**config.mk**
```make
export PLATFORM = sky130hd
export DESIGN_NAME = irq_prio_ctrl
export DESIGN_NICKNAME = d
export VERILOG_FILES = /design/src/rtl/irq_pkg.sv /design/src/rtl/irq_level_pick.sv /design/src/rtl/irq_insvc_stack.sv /design/src/rtl/irq_prio_ctrl.sv
export SDC_FILE = /design/constraint.sdc
export NUM_CORES = 1
export LEC_CHECK = 0
export ABC_AREA = 1
export BUFFER_PORTS_ARGS = -buffer_cell sky130_fd_sc_hd__buf_2
export CAP_MARGIN = 20
export CORE_AREA = 2 2 70 72
export DETAILED_ROUTE_END_ITERATION = 7
export DIE_AREA = 0 0 72 74
export HOLD_SLACK_MARGIN = 0.1
export PLACE_DENSITY_LB_ADDON = 0.3
export SKIP_CTS_REPAIR_TIMING = 1
export SYNTH_ARGS = -nofsm -noshare
export SYNTH_HDL_FRONTEND = slang
export SYNTH_SLANG_ARGS = --single-unit
```
**constraint.sdc**
```tcl
create_clock -name clk -period 4.3 [get_ports clk]
set_clock_uncertainty 0.2 [all_clocks]
set_input_delay 0.645 -clock clk [delete_from_list [all_inputs] [get_ports clk]]
set_output_delay 0.645 -clock clk [all_outputs]
set_load 0.005 [all_outputs]
```
**src/rtl/irq_pkg.sv**
```systemverilog
package irq_pkg;

  localparam int SRC_EXT0   = 0;
  localparam int SRC_TMR0   = 1;
  localparam int SRC_EXT1   = 2;
  localparam int SRC_TMR1   = 3;
  localparam int SRC_EXT2   = 6;
  localparam int SRC_EXT3   = 7;

  // Whether vectoring to source idx should strobe its flag clear.
  function automatic logic hw_clears(input int idx, input logic [3:0] edge_mode);
    case (idx)
      SRC_TMR0, SRC_TMR1: return 1'b1;
      SRC_EXT0:           return edge_mode[0];
      SRC_EXT1:           return edge_mode[1];
      SRC_EXT2:           return edge_mode[2];
      SRC_EXT3:           return edge_mode[3];
      default:            return 1'b0;
    endcase
  endfunction

endpackage

```
**src/rtl/irq_level_pick.sv**
```systemverilog
// Finds the lowest-index active source whose level code equals LVL.
module irq_level_pick #(
  parameter int NSRC = 14,
  parameter int LW   = 2,
  parameter int LVL  = 0,
  localparam int IW  = $clog2(NSRC)
) (
  input  logic [NSRC-1:0]    act_i,
  input  logic [NSRC*LW-1:0] code_i,
  output logic               hit_o,
  output logic [IW-1:0]      idx_o
);

  always_comb begin
    hit_o = 1'b0;
    idx_o = '0;
    for (int i = NSRC - 1; i >= 0; i--) begin
      if (act_i[i] && (code_i[i*LW +: LW] == LW'(LVL))) begin
        hit_o = 1'b1;
        idx_o = IW'(i);
      end
    end
  end

endmodule

```
**src/rtl/irq_insvc_stack.sv**
```systemverilog
// One bit per level code; push sets a level, pop clears the strongest one.
module irq_insvc_stack #(
  parameter int NLVL = 4,
  localparam int LW  = $clog2(NLVL)
) (
  input  logic            clk,
  input  logic            rst_n,
  input  logic            push_i,
  input  logic [LW-1:0]   push_lvl_i,
  input  logic            pop_i,
  output logic [NLVL-1:0] svc_o,
  output logic            top_hit_o,
  output logic [LW-1:0]   top_lvl_o
);

  logic [NLVL-1:0] svc_q;
  logic [NLVL-1:0] top_mask;
  logic [NLVL-1:0] svc_d;

  always_comb begin
    top_hit_o = 1'b0;
    top_lvl_o = '0;
    for (int l = 0; l < NLVL; l++) begin
      if (svc_q[l]) begin
        top_hit_o = 1'b1;
        top_lvl_o = LW'(l);
      end
    end
    top_mask = top_hit_o ? (NLVL'(1) << top_lvl_o) : '0;
    svc_d = pop_i ? (svc_q & ~top_mask) : svc_q;
    if (push_i) svc_d = svc_d | (NLVL'(1) << push_lvl_i);
  end

  always_ff @(posedge clk) begin
    if (!rst_n) svc_q <= '0;
    else        svc_q <= svc_d;
  end

  assign svc_o = svc_q;

endmodule

```
**src/rtl/irq_prio_ctrl.sv**
```systemverilog
module irq_prio_ctrl #(
  parameter int          NSRC     = 14,
  parameter int          NLVL     = 4,
  parameter int          NEXT     = 4,
  parameter logic [15:0] VEC_BASE = 16'h0003,
  parameter logic [15:0] VEC_STEP = 16'h0008,
  localparam int         LW       = $clog2(NLVL),
  localparam int         IW       = $clog2(NSRC)
) (
  input  logic            clk,
  input  logic            rst_n,
  input  logic [NSRC-1:0] req_i,
  input  logic [NSRC-1:0] src_en_i,
  input  logic            glb_en_i,
  input  logic [NSRC-1:0] prio_hi_i,
  input  logic [NSRC-1:0] prio_lo_i,
  input  logic [NEXT-1:0] ext_edge_i,
  input  logic            irq_ack_i,
  input  logic            reti_i,
  output logic            irq_valid_o,
  output logic [15:0]     irq_vec_o,
  output logic [LW-1:0]   irq_lvl_o,
  output logic [NSRC-1:0] flag_clr_o,
  output logic [NLVL-1:0] in_svc_o
);

  import irq_pkg::*;

  logic [NSRC-1:0]    act;
  logic [NSRC*LW-1:0] code_flat;
  logic [NLVL-1:0]    lvl_hit;
  logic [IW-1:0]      lvl_idx [NLVL];

  logic               win_hit;
  logic [LW-1:0]      win_lvl;
  logic [IW-1:0]      win_idx;
  logic               top_hit;
  logic [LW-1:0]      top_lvl;
  logic               grant_ok;
  logic               hs;

  logic               valid_q;
  logic [IW-1:0]      src_q;
  logic [LW-1:0]      lvl_q;
  logic [15:0]        vec_q;
  logic [NSRC-1:0]    clr_q;

  assign act = req_i & src_en_i & {NSRC{glb_en_i}};

  genvar gs;
  generate
    for (gs = 0; gs < NSRC; gs++) begin : g_code
      assign code_flat[gs*LW +: LW] = LW'({prio_hi_i[gs], prio_lo_i[gs]});
    end
  endgenerate

  genvar gl;
  generate
    for (gl = 0; gl < NLVL; gl++) begin : g_lvl
      irq_level_pick #(.NSRC(NSRC), .LW(LW), .LVL(gl)) u_pick (
        .act_i  (act),
        .code_i (code_flat),
        .hit_o  (lvl_hit[gl]),
        .idx_o  (lvl_idx[gl])
      );
    end
  endgenerate

  // Strongest level with any hit wins; its picker already applied poll order.
  always_comb begin
    win_hit = 1'b0;
    win_lvl = '0;
    win_idx = '0;
    for (int l = 0; l < NLVL; l++) begin
      if (lvl_hit[l]) begin
        win_hit = 1'b1;
        win_lvl = LW'(l);
        win_idx = lvl_idx[l];
      end
    end
  end

  irq_insvc_stack #(.NLVL(NLVL)) u_svc (
    .clk        (clk),
    .rst_n      (rst_n),
    .push_i     (hs),
    .push_lvl_i (lvl_q),
    .pop_i      (reti_i),
    .svc_o      (in_svc_o),
    .top_hit_o  (top_hit),
    .top_lvl_o  (top_lvl)
  );

  assign grant_ok = win_hit && (!top_hit || (win_lvl > top_lvl));
  assign hs       = valid_q & irq_ack_i;

  always_ff @(posedge clk) begin
    if (!rst_n) begin
      valid_q <= 1'b0;
      src_q   <= '0;
      lvl_q   <= '0;
      vec_q   <= '0;
      clr_q   <= '0;
    end else begin
      clr_q <= '0;
      if (hs) begin
        valid_q <= 1'b0;
        for (int i = 0; i < NSRC; i++) begin
          if ((IW'(i) == src_q) && hw_clears(i, 4'(ext_edge_i))) clr_q[i] <= 1'b1;
        end
      end else if (!valid_q && grant_ok) begin
        valid_q <= 1'b1;
        src_q   <= win_idx;
        lvl_q   <= win_lvl;
        vec_q   <= VEC_BASE + VEC_STEP * {{(16-IW){1'b0}}, win_idx};
      end
    end
  end

  assign irq_valid_o = valid_q;
  assign irq_vec_o   = vec_q;
  assign irq_lvl_o   = lvl_q;
  assign flag_clr_o  = clr_q;

endmodule

```
==> results of run 1 <==
## per-stage QoR
step / worst slack [ns] / hold WS (ns) / power [W]
finish: 0.894 / 0.286 / 0.000609
floorplan: 1.37 / 0.268 / 0.000397
CTS: 0.870 / 0.288 / 0.000610
global placement: 0.780 / 0.274 / 0.000469
global route: 0.579 / 0.315 / 0.000659
detailed placement: 0.609 / 0.270 / 0.000474
## cells in the mapped netlist (all sizes together)
cell    number
nand2      121
inv         83
nor2        58
nand3       35
nor3        32
buf         21
dfxtp       18
a21oi       17
o21ai       11
o31ai        5
o21bai       4
nand3b       3
ha           2
conb         1
o211ai       1
o22ai        1
o32ai        1
or2          1
## report_power, final
group	total, W	switching (W)	internal, W
Sequential	0.000207	0.0000202	0.000187
Clock	0.000137	0.0000554	0.0000813
Combinational	0.000265	0.000163	0.000102
Total	0.000609	0.000239	0.000370
## registers in the layout, indices dropped and copies added, names as in the netlist
register / flops
flag_clr_o: 6
src_q: 4
u_svc.svc_o: 4
irq_lvl_o: 2
irq_valid_o: 1
irq_vec_o: 1
## cells by family after synthesis
kind of cell / Yosys count / share of synthesized area, %
AO/OA/AOI/OAI: 40 / 10.1
AND/OR/NAND/NOR: 250 / 53.4
buffers and inverters: 104 / 20.1
adder cells (fa/ha/maj): 2 / 1.06
flip-flops: 18 / 15.2
other: 1 / 0.158
## tightest hold or removal path, cell delays in order (launching register included)
cell	delay (ns)
dfxtp_1	0.32
o31ai_1	0.06
a21oi_1	0.06
## worst max-delay path by stage
stage               startpoint        to  slack [ns]  cells after the start
floorplan             glb_en_i  src_q[2]        1.37                     19
global placement      glb_en_i  src_q[0]        0.78                     18
detailed placement    glb_en_i  src_q[0]        0.61                     16
CTS                   glb_en_i  src_q[0]        0.87                     16
global route          glb_en_i  src_q[0]        0.58                     16
finish                glb_en_i  src_q[0]        0.89                     16
## area by class of cell
| type | count | area (µm²) | area share [%] |
|---|---|---|---|
| inverter | 83 | 312 | 11.1 |
| multi-input combinational | 310 | 1600 | 56.9 |
| clock buffer | 4 | 55.1 | 1.96 |
| timing repair buffer | 83 | 415 | 14.8 |
| tap | 54 | 67.6 | 2.41 |
| sequential | 18 | 360 | 12.8 |
## layer usage
metal | global-route usage [%] | vias up | wire length (µm)
li1 | - | 1423 | -
met1 | 31.8 | 1119 | 2790
met2 | 39.9 | 73 | 2760
met3 | 2.03 | 2 | 262
met4 | 1.26 | 0 | 8
met5 | 0 | - | 0
==> metrics.csv, run 1 <==
stage,metric,value,unit
outcome,run status,completed,
timing,max-slew violations,0,
route,DR vias,2617,
die,CORE AREA,4600,µm²
final_layout,Final nets,566,
timing,Fin Setup TNS,0,ns
timing,fin crit period,3.41,ns
worst_hold_path,WHS Endpoint,u_svc.svc_o[0],
yosys,Synth Register Bits,18,
final_layout,"Cell Count, Final, Fillers Out",552,
critical_path,Crit path max-delay family,simple AND/OR/NAND/NOR gates,
critical_path,Worst EP required,4.24,ns
final_layout,"commonest non-fill, non-tap cell in the layout",nand2_1,
critical_path,worst reg-to-reg path cell count,11,
critical_path,most frequent CP cell,a21oi_1,
power_and_ir_drop,power density cells,217,nW/µm²
clock_tree,number of H-tree levels,1,
global_route,number of global-route vias before repair,2320,
yosys,Post-Syn Area,2370,µm²
yosys,Synth area leaders,"nand2_1 (18%), dfxtp_1 (15%), inv_1 (12%), nor2_1 (8.1%), buf_4 (6.0%)",
worst_hold_path,worst min-delay path startpoint,u_svc.svc_o[0],
flow_run,MaxCap Viol Count,0,
yosys,mean area per synthesized cell,5.71,µm²
yosys,post-synthesis instance total,415,
placement,HPWL after DPL,5.12,mm
worst_hold_path,Hold WC Path Type,reg -> reg,
yosys,post-synth top area share,17.9,%
final_layout,layout cells sized above 1,26.9,%
global_route,remaining global-route overflow,0,
timing,RSZ-0062 raised after global routing,no,
power_and_ir_drop,leak pwr,1.64,nW
placement,Post-DP Area,2750,µm²
critical_path,"Slowest-stage cell, CP",buf_2,
final_layout,diode count,0,
clock_tree,Worst-Skew Late Latency,0.25,ns
final_layout,Layout area overhead,18.4,%
final_layout,Util after Layout,61.1,%
timing,Fin. Hold Viols,0,
critical_path,WP buf/inv,3,
final_layout,post-route design area,2810,µm²
die,Die H,74,µm
global_route,antenna violations before repair,0,
route,Pre-Repair DR Iteration Count,4,
global_route,GR Util All Layers,22.7,%
placement,Inst Count DP,548,
worst_hold_path,hold path cells,2,
critical_path,Setup crit end kind,flop,
route,Post-DRT Antenna Nets,0,
placement,gpl congestion,0.883,
global_route,first-pass GRT wire length,9.82,mm
placement,Port Buffers,83,
clock_tree,Clock Tree Buf Depth,2,
critical_path,CP Max Fanout,11,
timing,Slew @ Worst Pin,0.504,ns
critical_path,crit-path cells,"buf_2, inv_1, nor2_1, a21oi_1, nand2_1, nor2_2, a21oi_1, ha_1, nand2_1, o21ai_0, a21oi_1, nand2_2, inv_2, nand2_1, nor2_1, a21oi_1",
clock_tree,CTS Buf Count,3,
critical_path,Critical Path Start Type,input pin,
route,initial DRC count,99,
critical_path,worst reg2reg startpoint,u_svc.svc_o[1],
clock_tree,Clock transition at path regs,0.07,ns
timing,FMAX,0.294,GHz
route,post-DR vias/cell,4.74,
critical_path,Worst path max stage delay,0.41,ns
timing,Final setup viols,0,
clock_tree,CTS Sinks,18,
timing,Slew HR,66.4,%
die,Initial Util,51.6,%
critical_path,WP data arrival,3.35,ns
global_route,largest net degree at the start of global routing,12,
yosys,Unique masters post-synth,30,
yosys,Synth Warn #,0,
critical_path,Reg2Reg Setup Slack,2.23,ns
die,Die ar.,5330,µm²
die,Die Width,72,µm
final_layout,Layout fillers,469,
die,FP Rows,25,
yosys,biggest area consumer among synthesized cells,nand2_1,
power_and_ir_drop,VDD IR max,0.149,mV
critical_path,CP Class,in -> reg,
route,drt wl/cell,10.5,µm
route,drc violations,0,
critical_path,capturing point of the worst reg2reg path,src_q[0],
final_layout,most frequent cells in the layout,"nand2_1 (113), buf_2 (83), inv_1 (74)",
clock_tree,CTS root buf,clkbuf_8,
route,total wire length,5.82,mm
die,I/O pin cnt,102,
yosys,"Seq/Total Area, Yosys",15.2,%
timing,Final period util,79.2,%
clock_tree,CTS tree,built,
No activity file was read; power rests on OpenSTA's default activity.
==> run 2, diff against run 1 <==
--- a/config.mk
+++ b/config.mk
@@ -8,9 +8,9 @@
 export ABC_AREA = 1
 export BUFFER_PORTS_ARGS = -buffer_cell sky130_fd_sc_hd__buf_2
 export CAP_MARGIN = 20
-export CORE_AREA = 2 2 70 72
+export CORE_AREA = 2 2 77 79
 export DETAILED_ROUTE_END_ITERATION = 7
-export DIE_AREA = 0 0 72 74
+export DIE_AREA = 0 0 79 81
 export HOLD_SLACK_MARGIN = 0.1
 export PLACE_DENSITY_LB_ADDON = 0.3
 export SKIP_CTS_REPAIR_TIMING = 1
==> constraint.sdc (replaced) <==
create_clock -name clk -period 2.95 [get_ports clk]
set_clock_uncertainty 0.2 [all_clocks]
set_input_delay 0.4425 -clock clk [delete_from_list [all_inputs] [get_ports clk]]
set_output_delay 0.4425 -clock clk [all_outputs]
set_load 0.005 [all_outputs]
==> metrics.csv, run 2 (same netlist as run 1, synthesis figures left out) <==
stage,metric,value,unit
route,drc violations,0,
final_layout,area of the multi-input gates,1620,µm²
route,Pre-Repair DR Iteration Count,5,
clock_tree,number of H-tree levels,1,
power_and_ir_drop,switching power,0.000366,W
critical_path,Setup crit end kind,flop,
critical_path,CP Class,in -> reg,
clock_tree,CTS Buf Count,3,
final_layout,"commonest non-fill, non-tap cell in the layout",nand2_1,
power_and_ir_drop,clock network power share,20.7,%
route,total wire length,6.25,mm
route,DR vias,2745,
final_layout,post-route design area,3110,µm²
timing,max-slew violations,0,
global_route,first-pass GRT wire length,10.3,mm
power_and_ir_drop,Logic pwr share,47.1,%
final_layout,layout cells sized above 1,32.3,%
final_layout,Layout area overhead,31.2,%
die,Initial Util,41.8,%
timing,Fin. Hold Viols,0,
critical_path,Worst EP required,2.90,ns
flow_run,MaxCap Viol Count,0,
power_and_ir_drop,VDD IR max,0.318,mV
timing,RSZ-0062 raised after global routing,no,
clock_tree,Clock transition at path regs,0.07,ns
placement,HPWL after DPL,5.53,mm
route,post-DR vias/cell,4.54,
global_route,GR Util All Layers,19.7,%
final_layout,diode count,0,
global_route,remaining global-route overflow,0,
final_layout,most frequent cells in the layout,"nand2_1 (112), buf_2 (83), inv_1 (74)",
route,Post-DRT Antenna Nets,0,
die,Die Width,79,µm
route,Met3 Wirelength,301,µm
route,initial DRC count,64,
clock_tree,CTS Sinks,18,
power_and_ir_drop,Sequential Power Share,32.2,%
placement,Inst Count DP,600,
final_layout,Layout fillers,590,
worst_hold_path,Hold WC Path Type,in -> reg,
timing,fin crit period,2.74,ns
global_route,antenna violations before repair,0,
route,metal1 wirelength,2.92,mm
clock_tree,Worst-Skew Late Latency,0.25,ns
global_route,largest net degree at the start of global routing,11,
placement,Port Buffers,83,
power_and_ir_drop,Net Sw Frac,38.6,%
timing,Final period util,92.9,%
final_layout,max reg flops,6,
critical_path,WP data arrival,2.69,ns
final_layout,"Cell Count, Final, Fillers Out",605,
global_route,number of global-route vias before repair,2540,
final_layout,register area,360,µm²
route,Max Used Layer,met4,
timing,Final setup viols,0,
final_layout,Final nets,598,
die,CORE AREA,5680,µm²
timing,Fin Setup TNS,0,ns
die,Die H,81,µm
power_and_ir_drop,Pint,0.000582,W
route,drt wl/cell,10.3,µm
die,FP Rows,28,
die,Die ar.,6400,µm²
power_and_ir_drop,power density cells,304,nW/µm²
critical_path,Critical Path Start Type,input pin,
critical_path,CP Max Fanout,10,
route,routed wl met2,2.96,mm
placement,gpl congestion,0.984,
clock_tree,CTS root buf,clkbuf_8,
die,I/O pin cnt,102,
clock_tree,CTS tree,built,
power_and_ir_drop,leak pwr,1.79,nW
clock_tree,Clock Tree Buf Depth,2,
placement,Post-DP Area,3020,µm²
timing,FMAX,0.365,GHz
outcome,run status,completed,
==> run 2: cell types whose count changed in the layout (fill, tap and decap cells not counted) <==
cell      change
a21oi_1       -2
a21oi_2       +2
buf_12        +1
buf_4        +31
clkinv_4      +1
inv_2         -1
nand2_1       -1
nand2_2       +1
nor2_1        -2
nor2_2        +1
nor2_4        +1
o21ai_0       -1
o21ai_1       +1
==> run 2: final timing paths <==
path / slack (ns) / endpoint / from / cells past startpoint
setup / recovery: 0.21 / irq_valid_o / glb_en_i / 19
hold reg to reg: 0.29 / irq_lvl_o[1] / irq_lvl_o[1] / 2
hold / removal: 0.22 / flag_clr_o[0] / ext_edge_i[0] / 3
setup reg to reg: 0.99 / irq_valid_o / u_svc.svc_o[3] / 11
==> run 2: through the flow <==
step / hold slack [ns] / power [W] / setup WS, ns / util (%)
2_1_floorplan: 0.268 / 0.000578 / 0.226 / -
3_3_place_gp: 0.265 / 0.000726 / -0.0720 / 53.3
3_5_place_dp: 0.273 / 0.000740 / -0.169 / 53.3
4_1_cts: 0.218 / 0.000936 / 0.0872 / 54.3
5_1_grt: 0.215 / 0.00103 / 0.0156 / 54.8
6_report: 0.217 / 0.000947 / 0.208 / 54.8
==> run 2: final cells by class <==
| type | instances | share of cell area [%] |
|---|---|---|
| inverter | 83 | 10.2 |
| multi-input combinational | 310 | 52.0 |
| sequential | 18 | 11.6 |
| tap | 75 | 3.02 |
| clock buffer | 4 | 1.77 |
| timing repair buffer | 115 | 21.5 |
==> run 2: critical path, cell delays in order <==
cell and delay [ns]:
buf_2 0.13, inv_1 0.10, nor2_1 0.10, nand3_1 0.11, nand2_1 0.10, nor2_2 0.13, nand3b_1 0.18, nor2_4 0.20
nand2_4 0.06, ha_1 0.30, inv_1 0.06, nor2_1 0.04, o21ai_1 0.15, a21oi_2 0.09, nand2_2 0.10, clkinv_4 0.09
buf_4 0.15, o211ai_2 0.12, inv_1 0.05
==> run 2: routing by layer <==
layer | up-vias | track usage [%]
met5 | - | 0
met4 | 0 | 3.10
met3 | 10 | 3.22
met2 | 78 | 35.9
met1 | 1171 | 24.9
li1 | 1486 | -
==> run 2: power groups by stage <==
stage | logic (W) | registers, W | clock network (W)
floorplan | 0.000272 | 0.000306 | 0
global placement | 0.000419 | 0.000307 | 0
detailed placement | 0.000431 | 0.000309 | 0
CTS | 0.000434 | 0.000304 | 0.000198
global route | 0.000509 | 0.000307 | 0.000215
finish | 0.000446 | 0.000305 | 0.000197
==> run 3, diff against run 2 <==
--- a/config.mk
+++ b/config.mk
@@ -12,7 +12,7 @@
 export DETAILED_ROUTE_END_ITERATION = 7
 export DIE_AREA = 0 0 79 81
 export HOLD_SLACK_MARGIN = 0.1
-export PLACE_DENSITY_LB_ADDON = 0.3
+export PLACE_DENSITY_LB_ADDON = 0.25
 export SKIP_CTS_REPAIR_TIMING = 1
 export SYNTH_ARGS = -nofsm -noshare
 export SYNTH_HDL_FRONTEND = slang
==> metrics.csv, run 3 (same netlist as run 1, synthesis figures left out) <==
stage,metric,value,unit
outcome,run status,completed,
global_route,remaining global-route overflow,0,
route,Max Used Layer,met4,
route,Post-DRT Antenna Nets,0,
placement,gpl congestion,0.913,
die,Die Width,79,µm
critical_path,WP data arrival,2.73,ns
critical_path,worst reg-to-reg path cell count,11,
clock_tree,CTS Sinks,18,
global_route,GR Util All Layers,18.7,%
final_layout,Layout area overhead,32.7,%
die,FP Rows,28,
timing,hold slack,0.209,ns
critical_path,Crit path max-delay family,simple AND/OR/NAND/NOR gates,
clock_tree,Clock Tree Buf Depth,2,
final_layout,most frequent cells in the layout,"nand2_1 (113), buf_2 (82), inv_1 (72)",
clock_tree,Worst-Skew Late Latency,0.25,ns
clock_tree,number of H-tree levels,1,
route,initial DRC count,89,
route,Pre-Repair DR Iteration Count,4,
global_route,largest net degree at the start of global routing,11,
die,I/O pin cnt,102,
worst_hold_path,Hold WC Path Type,in -> reg,
route,routed wl met2,2.82,mm
critical_path,capturing point of the worst reg2reg path,irq_valid_o,
critical_path,Reg2Reg Setup Slack,0.93,ns
timing,Fin. Hold Viols,0,
critical_path,worst reg2reg startpoint,u_svc.svc_o[3],
timing,max-slew violations,0,
timing,Final period util,94.3,%
critical_path,Critical Path Start Type,input pin,
route,Met3 Wirelength,282,µm
worst_hold_path,WHS Endpoint,flag_clr_o[0],
clock_tree,CTS root buf,clkbuf_8,
route,total wire length,6.14,mm
placement,HPWL after DPL,5.37,mm
critical_path,CP Max Fanout,6,
global_route,first-pass GRT wire length,9.82,mm
die,Initial Util,41.8,%
worst_hold_path,hold path cells,3,
final_layout,layout cells sized above 1,32.8,%
global_route,antenna violations before repair,0,
final_layout,Layout fillers,608,
critical_path,most frequent CP cell,buf_4,
route,drc violations,0,
final_layout,Final nets,598,
worst_hold_path,worst min-delay path startpoint,ext_edge_i[0],
route,drt wl/cell,10.2,µm
route,DR vias,2673,
die,CORE AREA,5680,µm²
die,Die ar.,6400,µm²
timing,Final setup viols,0,
timing,RSZ-0062 raised after global routing,no,
placement,Setup WS pre-CTS,-0.214,ns
die,Die H,81,µm
final_layout,diode count,0,
final_layout,Util after Layout,55.4,%
timing,Fin Setup TNS,0,ns
critical_path,Worst EP required,2.90,ns
critical_path,crit-path cells,"buf_4, buf_12, nand3_2, buf_4, nor3_2, nor2_1, nand2_1, inv_2, nand2_2, nor2_4, nand2_4, ha_4, inv_1, nor2_1, o21ai_1, a21oi_2, nand2_2, clkinv_4, buf_4, o211ai_2, inv_1",
flow_run,MaxCap Viol Count,0,
final_layout,max reg flops,6,
power_and_ir_drop,leak pwr,1.80,nW
clock_tree,CTS Buf Count,3,
clock_tree,Clock transition at path regs,0.07,ns
timing,setup ws final,0.169,ns
timing,FMAX,0.360,GHz
global_route,number of global-route vias before repair,2379,
critical_path,WP buf/inv,8,
power_and_ir_drop,power density cells,305,nW/µm²
power_and_ir_drop,VDD IR max,0.262,mV
critical_path,Worst path max stage delay,0.24,ns
critical_path,CP Class,in -> reg,
route,metal1 wirelength,2.99,mm
critical_path,"Slowest-stage cell, CP",ha_4,
timing,fin crit period,2.78,ns
clock_tree,CTS tree,built,
placement,Port Buffers,83,
route,post-DR vias/cell,4.42,
critical_path,Setup crit end kind,flop,
final_layout,"commonest non-fill, non-tap cell in the layout",nand2_1,
==> run 3: cell types whose count changed in the layout (fill, tap and decap cells not counted), sizes merged <==
cell	previous run	this run
buf	115	114
clkinv	1	2
==> run 3: where the power goes <==
group | internal (W) | leakage, nW | switching, W | total, W
Clock | 0.000118 | 0.0288 | 0.0000824 | 0.000201
Sequential | 0.000273 | 0.147 | 0.0000308 | 0.000304
Combinational | 0.000196 | 1.62 | 0.000261 | 0.000457
Total | 0.000587 | 1.80 | 0.000374 | 0.000961
==> run 3: worst max path at each step <==
stage,start,endpoint,cells past startpoint
after floorplan,glb_en_i,src_q[2],19
after global placement,glb_en_i,src_q[0],18
after detailed placement,glb_en_i,src_q[0],18
after CTS,glb_en_i,src_q[0],18
after global routing,glb_en_i,irq_valid_o,21
final,glb_en_i,irq_valid_o,21
==> run 3: stage by stage <==
step / power [W] / cells / area [µm²]
5_1_grt: 0.00103 / 605 / 3150
3_3_place_gp: 0.000728 / 599 / 3030
2_1_floorplan: 0.000578 / 432 / 2430
3_5_place_dp: 0.000737 / 599 / 3030
6_report: 0.000961 / 605 / 3150
4_1_cts: 0.000932 / 603 / 3080
==> run 3: worst reg2reg max path, cell delays in order, from the launching register on <==
cell	delay, ns
dfxtp_1	0.35
nor2_1	0.26
ha_4	0.26
inv_1	0.05
nor2_1	0.03
o21ai_1	0.17
a21oi_2	0.09
nand2_2	0.12
clkinv_4	0.09
buf_4	0.14
o211ai_2	0.12
inv_1	0.05
==> run 3: routing by layer <==
layer / global-route usage [%] / up-vias
met5: 0 / -
met4: 2.93 / 0
met3: 1.89 / 4
met2: 33.1 / 66
met1: 24.9 / 1121
li1: - / 1482
==> run 3: area by class of cell <==
class / count / area [µm²] / share of cell area, %
timing repair inverter: 1 / 5.00 / 0.159
tap: 75 / 93.8 / 2.98
inverter: 83 / 319 / 10.1
timing repair buffer: 114 / 676 / 21.5
sequential: 18 / 360 / 11.5
multi-input combinational: 310 / 1640 / 52.0
clock buffer: 4 / 55.1 / 1.75
